**src/rtl/sbc_pkg.sv**
```systemverilog
package sbc_pkg;
    typedef enum logic [1:0] {
        S_IDLE   = 2'd0,
        S_PSTART = 2'd1,
        S_READ   = 2'd2,
        S_WRITE  = 2'd3
    } sbc_state_e;
endpackage

```
**src/rtl/sbc_burst_gen.sv**
```systemverilog
module sbc_burst_gen #(
    parameter int AW = 4,
    parameter int BB = 2
) (
    input  logic          clk,
    input  logic          rst_n,
    input  logic          load,
    input  logic          step,
    input  logic          adv,
    input  logic          ilv,
    input  logic [AW-1:0] addr_in,
    output logic [AW-1:0] addr_out
);
    logic [AW-1:0] base_q;
    logic [BB-1:0] cnt_q;
    logic [BB-1:0] cnt_eff;
    logic [BB-1:0] low;

    // counter value used by this edge's access (advance happens first)
    assign cnt_eff = adv ? BB'(cnt_q + 1'b1) : cnt_q;

    generate
        if (BB > 0) begin : g_low
            assign low = ilv ? (base_q[BB-1:0] ^ cnt_eff)
                             : BB'(base_q[BB-1:0] + cnt_eff);
        end
    endgenerate

    assign addr_out = {base_q[AW-1:BB], low};

    always_ff @(posedge clk or negedge rst_n) begin
        if (!rst_n) begin
            base_q <= '0;
            cnt_q  <= '0;
        end else if (load) begin
            base_q <= addr_in;
            cnt_q  <= '0;
        end else if (step) begin
            cnt_q  <= cnt_eff;
        end
    end

    // each advancing continuation moves the counter by one, wrapping
    p_wrap_step_r9: assert property (@(posedge clk) disable iff (!rst_n)
        (step && adv && !load) |=> (cnt_q == BB'($past(cnt_q) + 1'b1)));
endmodule

```
**src/rtl/sbc_access_fsm.sv**
```systemverilog
module sbc_access_fsm
    import sbc_pkg::*;
#(
    parameter int LANES = 4
) (
    input  logic             clk,
    input  logic             rst_n,
    input  logic             sel0_n,
    input  logic             sel1,
    input  logic             sel2_n,
    input  logic             pstb_n,
    input  logic             cstb_n,
    input  logic             gwr_n,
    input  logic             bwr_n,
    input  logic [LANES-1:0] bsel_n,
    output logic             load,
    output logic             step,
    output logic             rd_acc,
    output logic [LANES-1:0] lane_we,
    output logic             rd_side,
    output logic             wr_seen
);
    sbc_state_e state_q, state_d;
    logic selected, p_live, p_start, c_start, desel;
    logic [LANES-1:0] lanes;

    assign selected = !sel0_n && sel1 && !sel2_n;
    assign p_live   = !pstb_n && !sel0_n;
    assign p_start  = selected && p_live;
    assign c_start  = selected && !p_live && !cstb_n;
    assign desel    = !selected && (p_live || !cstb_n);
    assign lanes    = !gwr_n ? '1 : (!bwr_n ? ~bsel_n : '0);
    assign wr_seen  = |lanes;
    assign rd_side  = (state_q == S_PSTART) || (state_q == S_READ);

    always_ff @(posedge clk or negedge rst_n) begin
        if (!rst_n) state_q <= S_IDLE;
        else        state_q <= state_d;
    end

    always_comb begin
        state_d = state_q;
        load    = 1'b0;
        step    = 1'b0;
        rd_acc  = 1'b0;
        lane_we = '0;
        if (p_start) begin
            state_d = S_PSTART;
            load    = 1'b1;
            rd_acc  = 1'b1;
        end else if (c_start) begin
            load = 1'b1;
            if (wr_seen) begin
                state_d = S_WRITE;
                lane_we = lanes;
            end else begin
                state_d = S_READ;
                rd_acc  = 1'b1;
            end
        end else if (desel) begin
            state_d = S_IDLE;
        end else begin
            unique case (state_q)
                S_IDLE: state_d = S_IDLE;
                S_PSTART, S_READ, S_WRITE: begin
                    step = 1'b1;
                    if (wr_seen) begin
                        state_d = S_WRITE;
                        lane_we = lanes;
                    end else begin
                        state_d = S_READ;
                        rd_acc  = 1'b1;
                    end
                end
            endcase
        end
    end

    // an address load needs all three selects active
    p_load_selected_r1: assert property (@(posedge clk) disable iff (!rst_n)
        load |-> (!sel0_n && sel1 && !sel2_n));
    // the opening edge of a processor access writes nothing
    p_pstart_nowrite_r4: assert property (@(posedge clk) disable iff (!rst_n)
        (!pstb_n && !sel0_n && sel1 && !sel2_n) |-> (lane_we == '0));
    // global write drives every lane
    p_global_all_r6: assert property (@(posedge clk) disable iff (!rst_n)
        (!gwr_n && lane_we != '0) |-> (lane_we == '1));
    // a deselected strobe leaves the machine idle
    p_desel_idle_r1: assert property (@(posedge clk) disable iff (!rst_n)
        (!(!sel0_n && sel1 && !sel2_n) && !cstb_n) |=> (state_q == S_IDLE));
endmodule

```
**src/rtl/sbc_lane_array.sv**
```systemverilog
module sbc_lane_array #(
    parameter int AW    = 4,
    parameter int LANES = 4,
    parameter int LW    = 8
) (
    input  logic                clk,
    input  logic                rst_n,
    input  logic [AW-1:0]       addr,
    input  logic [LANES-1:0]    lane_we,
    input  logic [LANES*LW-1:0] wdata,
    input  logic                rd_en,
    output logic [LANES*LW-1:0] rdata_q
);
    localparam int DEPTH = 1 << AW;
    localparam int DW    = LANES * LW;

    logic [DW-1:0] mem [DEPTH];

    always_ff @(posedge clk or negedge rst_n) begin
        if (!rst_n) begin
            for (int i = 0; i < DEPTH; i++) mem[i] <= '0;
            rdata_q <= '0;
        end else begin
            if (rd_en) rdata_q <= mem[addr];
            for (int l = 0; l < LANES; l++) begin
                if (lane_we[l]) mem[addr][l*LW +: LW] <= wdata[l*LW +: LW];
            end
        end
    end

    // reads and writes never share an edge
    p_rw_exclusive_r5: assert property (@(posedge clk) disable iff (!rst_n)
        !(rd_en && lane_we != '0));
endmodule

```
**src/rtl/sburst_ctrl.sv**
```systemverilog
module sburst_ctrl #(
    parameter int AW    = 4,
    parameter int LANES = 4,
    parameter int LW    = 8
) (
    input  logic                clk,
    input  logic                rst_n,
    input  logic                sel0_n,
    input  logic                sel1,
    input  logic                sel2_n,
    input  logic                pstb_n,
    input  logic                cstb_n,
    input  logic                adv_n,
    input  logic                gwr_n,
    input  logic                bwr_n,
    input  logic [LANES-1:0]    bsel_n,
    input  logic                ilv,
    input  logic                oe_n,
    input  logic [AW-1:0]       addr,
    input  logic [LANES*LW-1:0] wdata,
    output logic [LANES*LW-1:0] dq_out,
    output logic                dq_oe,
    output logic [LANES-1:0]    lane_we
);
    localparam int DW = LANES * LW;
    localparam int BB = 2;

    logic load, step, rd_acc, rd_side, wr_seen;
    logic [AW-1:0] burst_addr, eff_addr;

    sbc_access_fsm #(.LANES(LANES)) u_fsm (
        .clk(clk), .rst_n(rst_n),
        .sel0_n(sel0_n), .sel1(sel1), .sel2_n(sel2_n),
        .pstb_n(pstb_n), .cstb_n(cstb_n),
        .gwr_n(gwr_n), .bwr_n(bwr_n), .bsel_n(bsel_n),
        .load(load), .step(step), .rd_acc(rd_acc),
        .lane_we(lane_we), .rd_side(rd_side), .wr_seen(wr_seen)
    );

    sbc_burst_gen #(.AW(AW), .BB(BB)) u_burst (
        .clk(clk), .rst_n(rst_n),
        .load(load), .step(step), .adv(!adv_n), .ilv(ilv),
        .addr_in(addr), .addr_out(burst_addr)
    );

    assign eff_addr = load ? addr : burst_addr;

    sbc_lane_array #(.AW(AW), .LANES(LANES), .LW(LW)) u_array (
        .clk(clk), .rst_n(rst_n),
        .addr(eff_addr), .lane_we(lane_we), .wdata(wdata),
        .rd_en(rd_acc), .rdata_q(dq_out)
    );

    assign dq_oe = rd_side && !oe_n && !wr_seen;

    // any lane write forces the bus off
    p_bus_release_r7: assert property (@(posedge clk) disable iff (!rst_n)
        (lane_we != '0) |-> !dq_oe);
    // bus drive requires the output enable
    p_oe_gate_r8: assert property (@(posedge clk) disable iff (!rst_n)
        dq_oe |-> !oe_n);
    // read data register only moves after a read edge
    p_dout_hold_r8: assert property (@(posedge clk) disable iff (!rst_n)
        (!rd_acc) |=> $stable(dq_out));
endmodule

```
**config.mk**
```make
export PLATFORM = sky130hd
export DESIGN_NAME = sburst_ctrl
export DESIGN_NICKNAME = d
export VERILOG_FILES = /design/src/rtl/sbc_pkg.sv /design/src/rtl/sbc_burst_gen.sv /design/src/rtl/sbc_access_fsm.sv /design/src/rtl/sbc_lane_array.sv /design/src/rtl/sburst_ctrl.sv
export SDC_FILE = /design/constraint.sdc
export NUM_CORES = 1
export LEC_CHECK = 0
export ABC_AREA = 1
export BUFFER_PORTS_ARGS = -buffer_cell sky130_fd_sc_hd__clkbuf_2
export CORE_AREA = 5 5 232 234
export CTS_CLUSTER_DIAMETER = 50
export CTS_CLUSTER_SIZE = 30
export DETAILED_ROUTE_END_ITERATION = 12
export DIE_AREA = 0 0 237 239
export GPL_ROUTABILITY_DRIVEN = 0
export PLACE_DENSITY = 0.77
export SYNTH_ARGS = -nofsm -noshare
export SYNTH_HDL_FRONTEND = slang
export SYNTH_HIERARCHICAL = 1
export SYNTH_SLANG_ARGS = --single-unit
```
**constraint.sdc**
```tcl
create_clock -name clk -period 3.1 [get_ports clk]
set_clock_uncertainty 0.2 [all_clocks]
set_input_delay 0.155 -clock clk [delete_from_list [all_inputs] [get_ports clk]]
set_output_delay 0.155 -clock clk [all_outputs]
set_load 0.01 [all_outputs]
```
# Yosys cells after proc, flatten, opt, wreduce, memory -nomap -nowiden

Cells that the tools add are included.
Widths: inputs -> output; s select.

Bits in registers: 552
Bits in latches: 0
Memory bits (writable): 0
Memory bits (read-only): 0
Input bits: 52
Output and inout bits: 37
Memories: 0

$add $sub $neg: 2
$mul: 0
Div/mod/pow operators: 0
$lt $le $gt $ge: 2
Eq/ne operators: 3
Shift operators: 0
Mux-type cells: 47
Bitwise gates (word level): 3
Reductions and logical operators: 24

Operators by type and width:

| operator            | number |
|---|---|
| $bwmux 512          | 4 |
| $mux 512            | 4 |
| $demux 32 s4        | 4 |
| $bmux 32 s4         | 1 |
| $mux 32             | 3 |
| $mux 4              | 8 |
| $mux 24             | 1 |
| $mux 16             | 1 |
| $mux 2              | 7 |
| $mux 1              | 12 |
| $logic_and 1x1->1   | 10 |
| $logic_not 1->1     | 8 |
| $mux 8              | 1 |
| $ge 5x5->1 const B  | 1 |
| $lt 5x1->1 const B  | 1 |
| $not 4->5           | 1 |
| $eq 2x2->1 const B  | 2 |
| $not 4->4           | 1 |
| $pmux 2 s2          | 1 |
| $reduce_or 4->1     | 1 |
| $reduce_or 3->1     | 1 |
| $add 2x1->2 const B | 1 |
| $add 2x2->2         | 1 |
| $eq 2x1->1 const B  | 1 |
| other kinds (4)     | 5 |

# Longest topological paths before layout

Gate-level depths: netlist of the first run.

Depth in word-level cells: 21
Depth in mapped cells: 23
Mapped depth without buffers: 20

# Modules after synthesis

Netlist of the first run, hierarchy kept.

By module, submodules not included:

| module         | times used | cells each | area an instance (sq um) | sequential area each (sq um) |
|---|---|---|---|---|
| sbc_lane_array | 1          | 3,223      | 24,856.3                 | 13,613.1 |
| sbc_burst_gen  | 1          | 47         | 336.6                    | 150.1 |
| sbc_access_fsm | 1          | 44         | 239.0                    | 50.0 |
| sburst_ctrl    | 1          | 17         | 63.8                     | 0.0 |

# Worst setup path before layout of the first run

OpenSTA, ideal clock, no wires.

Path type: register to register
Start point: register u_burst.cnt_q[0]
End point: register u_array/mem[122] (netlist name)
Arrival time: 2.329 ns
Slack: 0.439 ns
Stages on the path, launching flop included: 21
Clock period less this slack: 2.661 ns
Path through: dfrtp_1 > or2_2 > nand2_1 > inv_1 > ha_1 > nand2_1 > nand2_1 > nand2_1 > nand2_1 > nand2_1 > inv_1 > nand2_1 > nand2_1 > buf_4 > clkinv_2 > nand2_2 > nor2_1 > nand2_1 > buf_2 > nand2_1 > o21ai_1

Longest elaborated chain between the ends: 15

Ends and longest elaborated chain:

| item                                       | line                                     | text |
|---|---|---|
| from (decl)                                | sbc_burst_gen.sv:15                      | `logic [BB-1:0] cnt_q;` |
| from (signal assigned)                     | sbc_burst_gen.sv:39                      | `cnt_q <= cnt_eff;` |
| $add 2x1->2                                | sbc_burst_gen.sv:20                      | `assign cnt_eff = adv ? BB'(cnt_q + 1'b1) : cnt_q;` |
| $mux 2 *                                   | sbc_burst_gen.sv:20                      |  |
| $add 2x2->2 or $xor 2x2->2 (tied branches) | sbc_burst_gen.sv:25, sbc_burst_gen.sv:24 |  |
| $mux 2 *                                   | sbc_burst_gen.sv:24                      | `assign low = ilv ? (base_q[BB-1:0] ^ cnt_eff)` |
| named net burst_addr[1]                    | sburst_ctrl.sv:29                        | `logic [AW-1:0] burst_addr, eff_addr;` |
| $mux 4 *                                   | sburst_ctrl.sv:46                        | `assign eff_addr = load ? addr : burst_addr;` |
| named net eff_addr[1]                      | sburst_ctrl.sv:29                        |  |
| $not 4->5 (implied by the code) *          | sbc_lane_array.sv:26                     | `if (lane_we[l]) mem[addr][l*LW +: LW] <= wdata[l*LW +: LW];` |
| $demux 32 s4                               | sbc_lane_array.sv:26                     |  |
| $bwmux 512                                 | sbc_lane_array.sv:26                     |  |
| $mux 512                                   | sbc_lane_array.sv:26                     |  |
| $bwmux 512                                 | sbc_lane_array.sv:26                     |  |
| $mux 512                                   | sbc_lane_array.sv:26                     |  |
| $bwmux 512                                 | sbc_lane_array.sv:26                     |  |
| $mux 512                                   | sbc_lane_array.sv:26                     |  |
| $bwmux 512                                 | sbc_lane_array.sv:26                     |  |
| $mux 512 *                                 | sbc_lane_array.sv:26                     |  |
| to (signal, indexed assignment)            | sbc_lane_array.sv:26                     |  |
| to (decl)                                  | sbc_lane_array.sv:17                     | `logic [DW-1:0] mem [DEPTH];` |

The timed path passes the listed nets; every way through them passes the cells marked *.
A chain may end at the register's enable or synchronous reset.

# Worst setup path after layout of the first run

Start point: register u_burst.cnt_q[0]
End point: register u_array/mem[219] (netlist name)

Same word-level chain as after synthesis.

==> results_dict.tcl, run 1 <==
set metrics [dict create \
    drt_iter0_drc 2180 \
    power_mw 28.2 \
    cts_setup_buffers 0 \
    yosysWarnings 6 \
    synth.area.top_cells "dfrtp_1, nand2_1, o21ai_1" \
    crit_path_frequent_cell "nand2_1" \
    finalSetupViolations 0 \
    tns_ns 0 \
    initial_core_util_pct 49.2 \
    worst_slack_ns 0.187 \
    instances_no_fill 4134 \
    crit_required_ns 3.37 \
    drt_first_pass_iters 5 \
    critPathBufInv 3 \
    antenna_found_initial 0 \
    drive_gt1_share_pct 9.66 \
    yosysTopAreaCell "dfrtp_1" \
    slowest_delay_ns 0.42 \
    ys.flop_type "dfrtp_1" \
    grt_pass1_wl_um 111000 \
    ys_seq_area_share_pct 54.2 \
    clkTransAtPathRegs_ns 0.08 \
    ys_types 22 \
    clock_sink_count 552 \
    hpwl_um 40000 \
    ant_nets 0 \
    clock-root-buffer "clkbuf_16" \
    core_area_um2 51800 \
    finalInstanceArea_um2 29200 \
    rows 84 \
    viasPerCell 5.36 \
    layout_common_cells "nand2_1, dfrtp_1, o21ai_1" \
    cts_tree "built" \
    critPathTopFamily "simple AND/OR/NAND/NOR gates" \
    io_buffers 88 \
    nets 3463 \
    synth.top_cell.area_share_pct 54.2 \
    dieHeight_um 239 \
    status "complete, no violations" \
    worstSetupStartpointType "flip-flop" \
    slew_headroom_pct 40.3 \
    wl_um 68500 \
    dp.cells 3993 \
    syn_avg_cell_area_um2 7.65 \
    grt-ovfl-total 0 \
    whs_ns 0.00254 \
    p_per_area_nw_per_um2 966 \
    vias 22200 \
    slew_viol_final 0 \
    dpl_cell_area_um2 26900 \
    leakagePower_nw 14.5 \
    fp.dieW_um 237 \
    final_common_cell "nand2_1" \
    clock.fmax_mhz 343 \
    maxCapViolCount 0 \
    grt_start_max_net_pins 129 \
    pre_cts_slack_ns 0.166 \
    wl_per_cell_um 16.6 \
    period_share_pct 94.0 \
    clk_latency_ns 0.61 \
    hold_viol 0 \
    critPathCaptureType "flip-flop" \
    grt_pass1_vias 20800 \
    synthArstFlopShare_pct 100 \
    dieArea_um2 56600 \
    cts_buffer_depth 3 \
    ios 89 \
    synth_edf_count 0 \
    synth_fp_nets 3385 \
    layout-area-overhead-vs-synth_pct 14.6 \
    fillers 4660 \
    hp-class "primary input to async pin" \
    period_minus_slack_ns 2.91 \
    antenna_cells 0 \
    rsz0062_at_grt "true" \
    crit_type "flip-flop to flip-flop" \
    syn-cell-area_um2 25500 \
    slowest_stage "dfrtp_1" \
    cts_max_level 2 \
    post-route-util_pct 56.4 \
    worstPathCellList "or2_2 > nand2_1 > inv_1 > ha_1 > nand2_1 > nand2_1 > nand2_1 > nand2_1 > nand2_1 > inv_1 > nand2_1 > nand2_4 > inv_6 > nand2_2 > nor2_4 > nand2_2 > nand2_1 > o21ai_1" \
    syn_inst 3331 \
    ys_ff_latch 552 \
    cts_made_buffers 45 \
    worstMarginPinSlew_ns 0.895 \
    cp_max_fo 16 \
    ir_drop_v 0.000581 \
    grt_usage_pct 23.9 \
    drcViolationCount 0 \
    arrival_ns 3.18 \
]
[worst paths after layout]
path | from | end | slack, ns | cells after the start
max in group asynchronous | rst_n | u_array/mem[180]$_DFFE_PN0P_ | 2.10 | 3
min in group clk | bsel_n[0] | u_array/mem[160]$_DFFE_PN0P_ | 0.07 | 7
worst min-delay path | rst_n | u_array/mem[299]$_DFFE_PN0P_ | 0.003 | 3
worst max-delay path | u_burst/cnt_q[0]$_DFFE_PN0P_ | u_array/mem[219]$_DFFE_PN0P_ | 0.19 | 18
worst min register to register | u_burst/base_q[3]$_DFFE_PN0P_ | u_burst/base_q[3]$_DFFE_PN0P_ | 0.28 | 2
worst max register to register | u_burst/cnt_q[0]$_DFFE_PN0P_ | u_array/mem[219]$_DFFE_PN0P_ | 0.19 | 18
[layout make-up]
type | count | area [um^2] | area share (%)
Tap cell | 688 | 861 | 2.94
Sequential cell | 552 | 13800 | 47.3
Clock buffer | 48 | 1190 | 4.07
Inverter | 60 | 238 | 0.813
Timing Repair Buffer | 248 | 2110 | 7.23
Clock inverter | 36 | 460 | 1.58
Multi-Input combinational cell | 2502 | 10600 | 36.1
[synthesized netlist by cell type (5+ instances only)]
cell      number
nor2_1       113
nand4_1       33
nand3_1      165
nand2_1     1637
clkbuf_1      95
buf_2        105
buf_4          5
nor2_4        11
inv_1         47
dfrtp_1      552
o21ai_1      512
nor2_2         8
inv_2         11
nand2_2       15
buf_1         12
[where the power goes]
| group | switching [mW] | internal (mW) |
|---|---|---|
| clock | 3.06 | 3.24 |
| combinational | 6.37 | 3.71 |
| sequential | 1.64 | 10.2 |
[logic make-up after synthesis]
family / synth area share, %
compound gates: 10.1
fa+ha+maj: 0.0981
flops: 54.2
buf+inv: 4.67
simple gates: 30.9
[per-layer routing]
layer	track usage (%)	up-vias	routed length [um]
li1	-	10800	-
met1	33.7	10500	30000
met2	38.3	783	31300
met3	3.86	130	5140
met4	7.71	0	2070
met5	0	-	0
[worst register-to-register path, delay by kind of cell (launching register included)]
family | cells | cell delay [ns]
buffers and inverters | 3 | 0.21
adders and majority gates | 1 | 0.18
and+or+nand+nor | 13 | 1.71
AOI/OAI and AO/OA | 1 | 0.07
DFF | 1 | 0.42
[state kept, by name, summed over array words and instances (netlist names)]
| signal | cells |
|---|---|
| u_fsm/state_q | 2 |
| u_array/rdata_q | 32 |
| u_array/mem | 512 |
| u_burst/base_q | 4 |
| u_burst/cnt_q | 2 |
[repair_timing]
action,4_1_cts,5_1_grt
endpoints found under the hold margin,1072,0
endpoints found under the setup margin,0,49
gates resized for setup,0,19
hold buffers,54,0
(Power assumes the default switching activity.)
==> run 2: changes to the inputs <==
--- a/config.mk
+++ b/config.mk
@@ -7,14 +7,14 @@
 export LEC_CHECK = 0
 export ABC_AREA = 1
 export BUFFER_PORTS_ARGS = -buffer_cell sky130_fd_sc_hd__clkbuf_2
-export CORE_AREA = 5 5 232 234
+export CORE_AREA = 5 5 236 238
+export CTS_BUF_LIST = sky130_fd_sc_hd__clkbuf_4
 export CTS_CLUSTER_DIAMETER = 50
 export CTS_CLUSTER_SIZE = 30
 export DETAILED_ROUTE_END_ITERATION = 12
-export DIE_AREA = 0 0 237 239
+export DIE_AREA = 0 0 241 243
 export GPL_ROUTABILITY_DRIVEN = 0
 export PLACE_DENSITY = 0.77
 export SYNTH_ARGS = -nofsm -noshare
 export SYNTH_HDL_FRONTEND = slang
-export SYNTH_HIERARCHICAL = 1
 export SYNTH_SLANG_ARGS = --single-unit
==> run 2 against run 1 <==
  * Critical path depth is 6 lower
  * Wire length is 7.0% higher
  * Via count is 3.1% higher
  * Synthesized cell count is 3.7% higher
  * Non-clock buffer count is 48 lower
  * Largest power group unchanged
==> results_dict.tcl, run 2 <==
set metrics [dict create \
    period_share_pct 94.9 \
    drt_first_pass_iters 6 \
    slew_headroom_pct 40.6 \
    status "complete, no violations" \
    synth.area.top_cells "dfrtp_1, nand2_1, o21ai_1" \
    m1WireLength_um 32000 \
    ant_nets 0 \
    critPathCaptureType "flip-flop" \
    worstMarginPinSlew_ns 0.891 \
    dieArea_um2 58600 \
    leakagePower_nw 14.5 \
    layout_common_cells "nand2_1, dfrtp_1, o21ai_1" \
    dpl_cell_area_um2 27200 \
    post-route-util_pct 53.8 \
    cp_max_fo 16 \
    cts_max_level 2 \
    fp.dieW_um 241 \
    crit_required_ns 3.60 \
    crit_type "primary input to flip-flop" \
    yosysWarnings 0 \
    grt-ovfl-total 0 \
    synth_fp_nets 3507 \
    max_flop_register "u_array.mem" \
    finalInstanceArea_um2 28700 \
    finalSetupViolations 0 \
    routed.top_layer "met4" \
    dieHeight_um 243 \
    synthTopCellsByCount "nand2_1, dfrtp_1, o21ai_1" \
    slew_viol_final 0 \
    initial_core_util_pct 49.2 \
    top_regs "u_array.mem: 512 flops, u_array.rdata_q: 32 flops, u_burst.base_q: 4 flops" \
    ir_drop_v 0.000742 \
    wl_per_cell_um 17.4 \
    cts_tree "built" \
    grt_start_max_net_pins 98 \
    viasPerCell 5.43 \
    core_area_um2 53400 \
    grt_pass1_vias 21700 \
    clkTransAtPathRegs_ns 0.19 \
    maxCapViolCount 0 \
    grt_usage_pct 24.9 \
    instances_no_fill 4208 \
    yosysTopAreaCell "dfrtp_1" \
    ys.flop_type "dfrtp_1" \
    met2_length_um 33600 \
    syn_avg_cell_area_um2 7.61 \
    clock-root-buffer "clkbuf_4" \
    syn_inst 3453 \
    antenna_found_initial 2 \
    wl_um 73300 \
    wl_met3_um 5890 \
    arrival_ns 3.44 \
    final_common_cell "nand2_1" \
    hold_viol 0 \
    dp.cells 4053 \
    grt_pass1_wl_um 118000 \
    layout-area-overhead-vs-synth_pct 9.17 \
    cts_buffer_depth 3 \
    clk_latency_ns 0.88 \
    clock.fmax_mhz 340 \
    yosysMostFrequentCell "nand2_1" \
    worstSetupStartpointType "primary input" \
    largest_reg_flops 512 \
    ys_ff_latch 552 \
    drcViolationCount 0 \
    period_minus_slack_ns 2.94 \
    ys_seq_area_share_pct 52.5 \
    syn-cell-area_um2 26300 \
    rows 85 \
    io_buffers 88 \
    hp-class "primary input to flip-flop" \
    clock_sink_count 552 \
    fillers 5063 \
    vias 22900 \
    hpwl_um 42900 \
    synth_edf_count 0 \
    p_per_area_nw_per_um2 844 \
    ys_types 25 \
    nets 3529 \
    drt_iter0_drc 2808 \
    cts_made_buffers 45 \
    ios 89 \
    drive_gt1_share_pct 9.46 \
    synth.top_cell.area_share_pct 52.5 \
    synthArstFlopShare_pct 100 \
]
[run 2: changes by cell type after synthesis, sizes merged, moves of 2 or more]
cell,previous run,this run
clkbuf,95,102
o22ai,2,0
a21oi,0,3
nand2,1652,1695
clkinv,2,0
o21ai,514,521
nand3,165,260
nand4,33,3
[run 2: cell families (layout without fill, tap and decap cells)]
family | Yosys count | count (layout) | share of synthesized area (%)
adder cells (fa/ha/maj) | 2 | 2 | 0.0952
buffers and inverters | 284 | 341 | 4.56
AO/OA/AOI/OAI | 524 | 524 | 10.1
other | 0 | 2 | 0
AND/OR/NAND/NOR | 2091 | 2091 | 32.7
flip-flops | 552 | 552 | 52.5
[run 2: metal layers]
metal,GRT usage (%),vias to the layer above
met5,0,-
met4,7.40,0
met3,5.30,126
met2,38.5,893
met1,35.4,10800
li1,-,11100
[run 2: what timing repair did]
item,CTS,global route
endpoints found under the setup margin,4,15
endpoints found under the hold margin,1103,5
setup buffers,4,5
hold buffers,61,1
pin swaps,4,4
gates resized for setup,0,8
[run 2: where the power goes]
group	total (mW)	internal [mW]	switching, mW
Combinational	8.99	3.18	5.81
Sequential	11.4	9.89	1.52
Clock	3.82	1.10	2.73
Total	24.2	14.2	10.0
[run 2: per-stage QoR]
stage                     worst slack, ns  hold slack (ns)  power (mW)  TNS [ns]
after detailed placement            0.311           0.0243        20.3         0
after floorplan                     0.709           -0.341        17.6         0
after CTS                          0.0182          0.00295        24.1         0
after global placement              0.369           0.0239        20.0         0
final                               0.159            0.124        24.2         0
after global routing              -0.0750            0.114        26.1    -0.152
[run 2: final timing paths]
kind,start,slack [ns],endpoint,depth (start not counted)
worst max register to register,u_burst.cnt_q[0]$_DFFE_PN0P_,0.19,u_array.mem[244]$_DFFE_PN0P_,18
max in group asynchronous,rst_n,1.95,u_array.rdata_q[3]$_DFFE_PN0P_,4
min in group asynchronous,rst_n,0.34,u_array.mem[475]$_DFFE_PN0P_,4
worst min-delay path,wdata[20],0.12,u_array.mem[212]$_DFFE_PN0P_,4
worst min register to register,u_array.mem[126]$_DFFE_PN0P_,0.31,u_array.mem[126]$_DFFE_PN0P_,2
worst max-delay path,addr[3],0.16,u_array.mem[358]$_DFFE_PN0P_,12
[run 2: layout make-up]
type                    instances  area (um^2)  area share, %
inverters                      59          224          0.780
repair buffers                200         1700           5.91
well taps                     696          871           3.03
clock buffers                  46          345           1.20
multi-input cells            2617        11300           39.5
clock inverters                36          397           1.38
diodes                          2         5.00         0.0174
flip-flops and latches        552        13800           48.1
[run 2: worst max-delay path, cell delays in order]
cell and delay (ns):
dlygate4sd3_1 0.54, clkbuf_2 0.12, dlygate4sd3_1 0.62, o21ai_4 0.27
dlygate4sd3_1 0.62, inv_2 0.08, nor2_4 0.12, inv_2 0.10
nor2_4 0.28, nand2_2 0.32, nand2_1 0.14, o21ai_1 0.07
==> run 3: changes to the inputs <==
--- a/config.mk
+++ b/config.mk
@@ -6,10 +6,10 @@
 export NUM_CORES = 1
 export LEC_CHECK = 0
 export ABC_AREA = 1
-export BUFFER_PORTS_ARGS = -buffer_cell sky130_fd_sc_hd__clkbuf_2
+export BUFFER_PORTS_ARGS = -buffer_cell sky130_fd_sc_hd__buf_2
 export CORE_AREA = 5 5 236 238
 export CTS_BUF_LIST = sky130_fd_sc_hd__clkbuf_4
-export CTS_CLUSTER_DIAMETER = 50
+export CTS_CLUSTER_DIAMETER = 150
 export CTS_CLUSTER_SIZE = 30
 export DETAILED_ROUTE_END_ITERATION = 12
 export DIE_AREA = 0 0 241 243
==> constraint.sdc (replaced) <==
create_clock -name clk -period 3.1 [get_ports clk]
set_clock_uncertainty 0.2 [all_clocks]
set_input_delay 0.465 -clock clk [delete_from_list [all_inputs] [get_ports clk]]
set_output_delay 0.465 -clock clk [all_outputs]
set_load 0.01 [all_outputs]
==> run 3 against run 2 <==
  * Register-to-register slack improved by 0.03 ns
  * Highest routed layer is now met5
  * Critical path type unchanged
  * First-iteration DRC count rose by 2.2%
  * Critical endpoint is now u_array.mem[300]$_DFFE_PN0P_
  * Largest cell class unchanged
  * Non-clock buffer count fell by 7
==> results_dict.tcl, run 3 (synthesized netlist as in run 2, its figures left out) <==
set metrics [dict create \
    status "complete, no violations" \
    power_mw 22.9 \
    ios 89 \
    nets 3499 \
    rsz0062_at_grt "true" \
    viasPerCell 5.49 \
    drcViolationCount 0 \
    wl_per_cell_um 17.7 \
    slew_viol_final 0 \
    core_area_um2 53400 \
    critPathCaptureType "flip-flop" \
    worstPathCellList "dlygate4sd3_1 > buf_2 > nor2_4 > nand3_4 > o21ai_4 > dlygate4sd3_1 > inv_2 > nor2_4 > inv_2 > nor2_4 > nand2_2 > nand2_1 > o21ai_1" \
    ant_nets 0 \
    drt_iter0_drc 2869 \
    drive_gt1_share_pct 8.10 \
    internal_power_mw 13.5 \
    max_flop_register "u_array.mem" \
    wl_um 73500 \
    pre_cts_slack_ns 0.163 \
    cts_max_level 1 \
    fp.dieW_um 241 \
    grt-ovfl-total 0 \
    power_switching_mw 9.41 \
    whs_ns 0.0542 \
    hold_viol 0 \
    clock_sink_count 552 \
    io_buffers 88 \
    slowest_stage "dlygate4sd3_1" \
    power.share.switching_pct 41.1 \
    worstSetupStartpointType "primary input" \
    antenna_found_initial 2 \
    crit_required_ns 3.60 \
    arrival_ns 3.50 \
    worst_slack_ns 0.100 \
    grt_start_max_net_pins 105 \
    p_per_area_nw_per_um2 813 \
    seq_power_share_pct 49.9 \
    cts_buffer_depth 3 \
    crit_path_frequent_cell "nor2_4" \
    initial_core_util_pct 49.2 \
    largest_reg_flops 512 \
    top_regs "u_array.mem: 512 flops, u_array.rdata_q: 32 flops, u_burst.base_q: 4 flops" \
    crit_type "primary input to flip-flop" \
    ir_drop_v 0.000780 \
    dieArea_um2 58600 \
    grt_pass1_vias 21600 \
    layout_common_cells "nand2_1, dfrtp_1, o21ai_1" \
    hpwl_um 43300 \
    comb_power_share_pct 39.4 \
    hp-class "primary input to flip-flop" \
    grt_pass1_wl_um 120000 \
    cp_max_fo 16 \
    leakagePower_nw 14.2 \
    vias 22800 \
    clock.fmax_mhz 333 \
    period_minus_slack_ns 3.00 \
    pwr-share-clk_pct 10.7 \
    cts_tree "built" \
    finalSetupViolations 0 \
    clock-root-buffer "clkbuf_4" \
    drt_first_pass_iters 6 \
    slew_headroom_pct 38.9 \
    period_share_pct 96.8 \
    grt_usage_pct 25.1 \
    rows 85 \
    worstMarginPinSlew_ns 0.916 \
    fillers 5097 \
    clk_latency_ns 0.87 \
    maxCapViolCount 0 \
    post-route-util_pct 52.7 \
    final_common_cell "nand2_1" \
    dieHeight_um 243 \
    cts_made_buffers 22 \
    slowest_delay_ns 0.62 \
    clkTransAtPathRegs_ns 0.30 \
    layout-area-overhead-vs-synth_pct 7.07 \
]
## run 3: cell count changes in the layout (fill, tap and decap cells not counted), moves of 3 or more
cell	before	now
clkbuf_2	87	0
buf_2	0	84
clkbuf_4	46	23
dlygate4sd3_1	61	50
inv_6	10	0
clkinv_4	6	0
clkinv_8	6	0
inv_8	6	0
buf_12	18	22
clkinv_2	4	0
nand2_4	7	10
## run 3: final timing paths
check,from,end,slack [ns],depth (start not counted)
worst min-delay path,sel1,u_burst.base_q[1]$_DFFE_PN0P_,0.05,6
min in group asynchronous,rst_n,u_array.mem[320]$_DFFE_PN0P_,0.06,3
worst min register to register,u_array.mem[12]$_DFFE_PN0P_,u_array.mem[12]$_DFFE_PN0P_,0.32,2
worst max register to register,u_burst.cnt_q[0]$_DFFE_PN0P_,u_array.mem[300]$_DFFE_PN0P_,0.22,15
worst max-delay path,sel2_n,u_array.mem[300]$_DFFE_PN0P_,0.10,13
max in group asynchronous,rst_n,u_array.mem[230]$_DFFE_PN0P_,2.18,3
## run 3: worst max-delay path: cells and delay by family
kind | cells | cell delay, ns
and+or+nand+nor | 6 | 1.22
AOI/OAI and AO/OA | 2 | 0.34
buffers and inverters | 5 | 1.46
## run 3: metrics by stage
step | std cells | setup TNS (ns) | instance area [um^2]
after detailed placement | 4055 | 0 | 27300
after CTS | 4136 | 0 | 28100
after global placement | 4055 | 0 | 27300
after floorplan | 3453 | 0 | 26300
after global routing | 4142 | -0.0346 | 28100
final | 4143 | 0 | 28100
## run 3: layout make-up
class	instances	area, um^2	share of cell area [%]
Multi-Input combinational cell	2617	11400	40.4
Timing Repair Buffer	193	1680	5.96
Tap cell	696	871	3.09
Clock buffer	23	173	0.613
Clock inverter	1	20.0	0.0711
Antenna cell	2	5.00	0.0178
Sequential cell	552	13800	49.1
Inverter	59	221	0.787
## run 3: power groups by stage
| stage | clock [mW] | combinational (mW) | sequential [mW] |
|---|---|---|---|
| 2_1_floorplan | 0 | 6.38 | 11.2 |
| 3_3_place_gp | 0 | 8.61 | 11.5 |
| 3_5_place_dp | 0 | 8.83 | 11.5 |
| 4_1_cts | 2.51 | 8.96 | 11.4 |
| 5_1_grt | 2.73 | 10.3 | 11.8 |
| 6_report | 2.45 | 9.02 | 11.4 |
## run 3: what timing repair did
| item | CTS | global route |
|---|---|---|
| gates resized for setup | 2 | 11 |
| setup endpoints to repair | 4 | 21 |
| hold endpoints to repair | 1051 | 0 |
| hold buffers | 51 | 0 |
| pin swaps | 6 | 3 |
| buffers inserted | 6 | 5 |
## run 3: metal layers
layer / vias to the layer above / part of all wire (%) / global-route usage, %
li1: 11000 / - / -
met5: - / 0.0095 / 0
met4: 2 / 2.5 / 6.42
met2: 936 / 46 / 40.2
met3: 107 / 8.1 / 4.48
met1: 10800 / 43 / 35.6
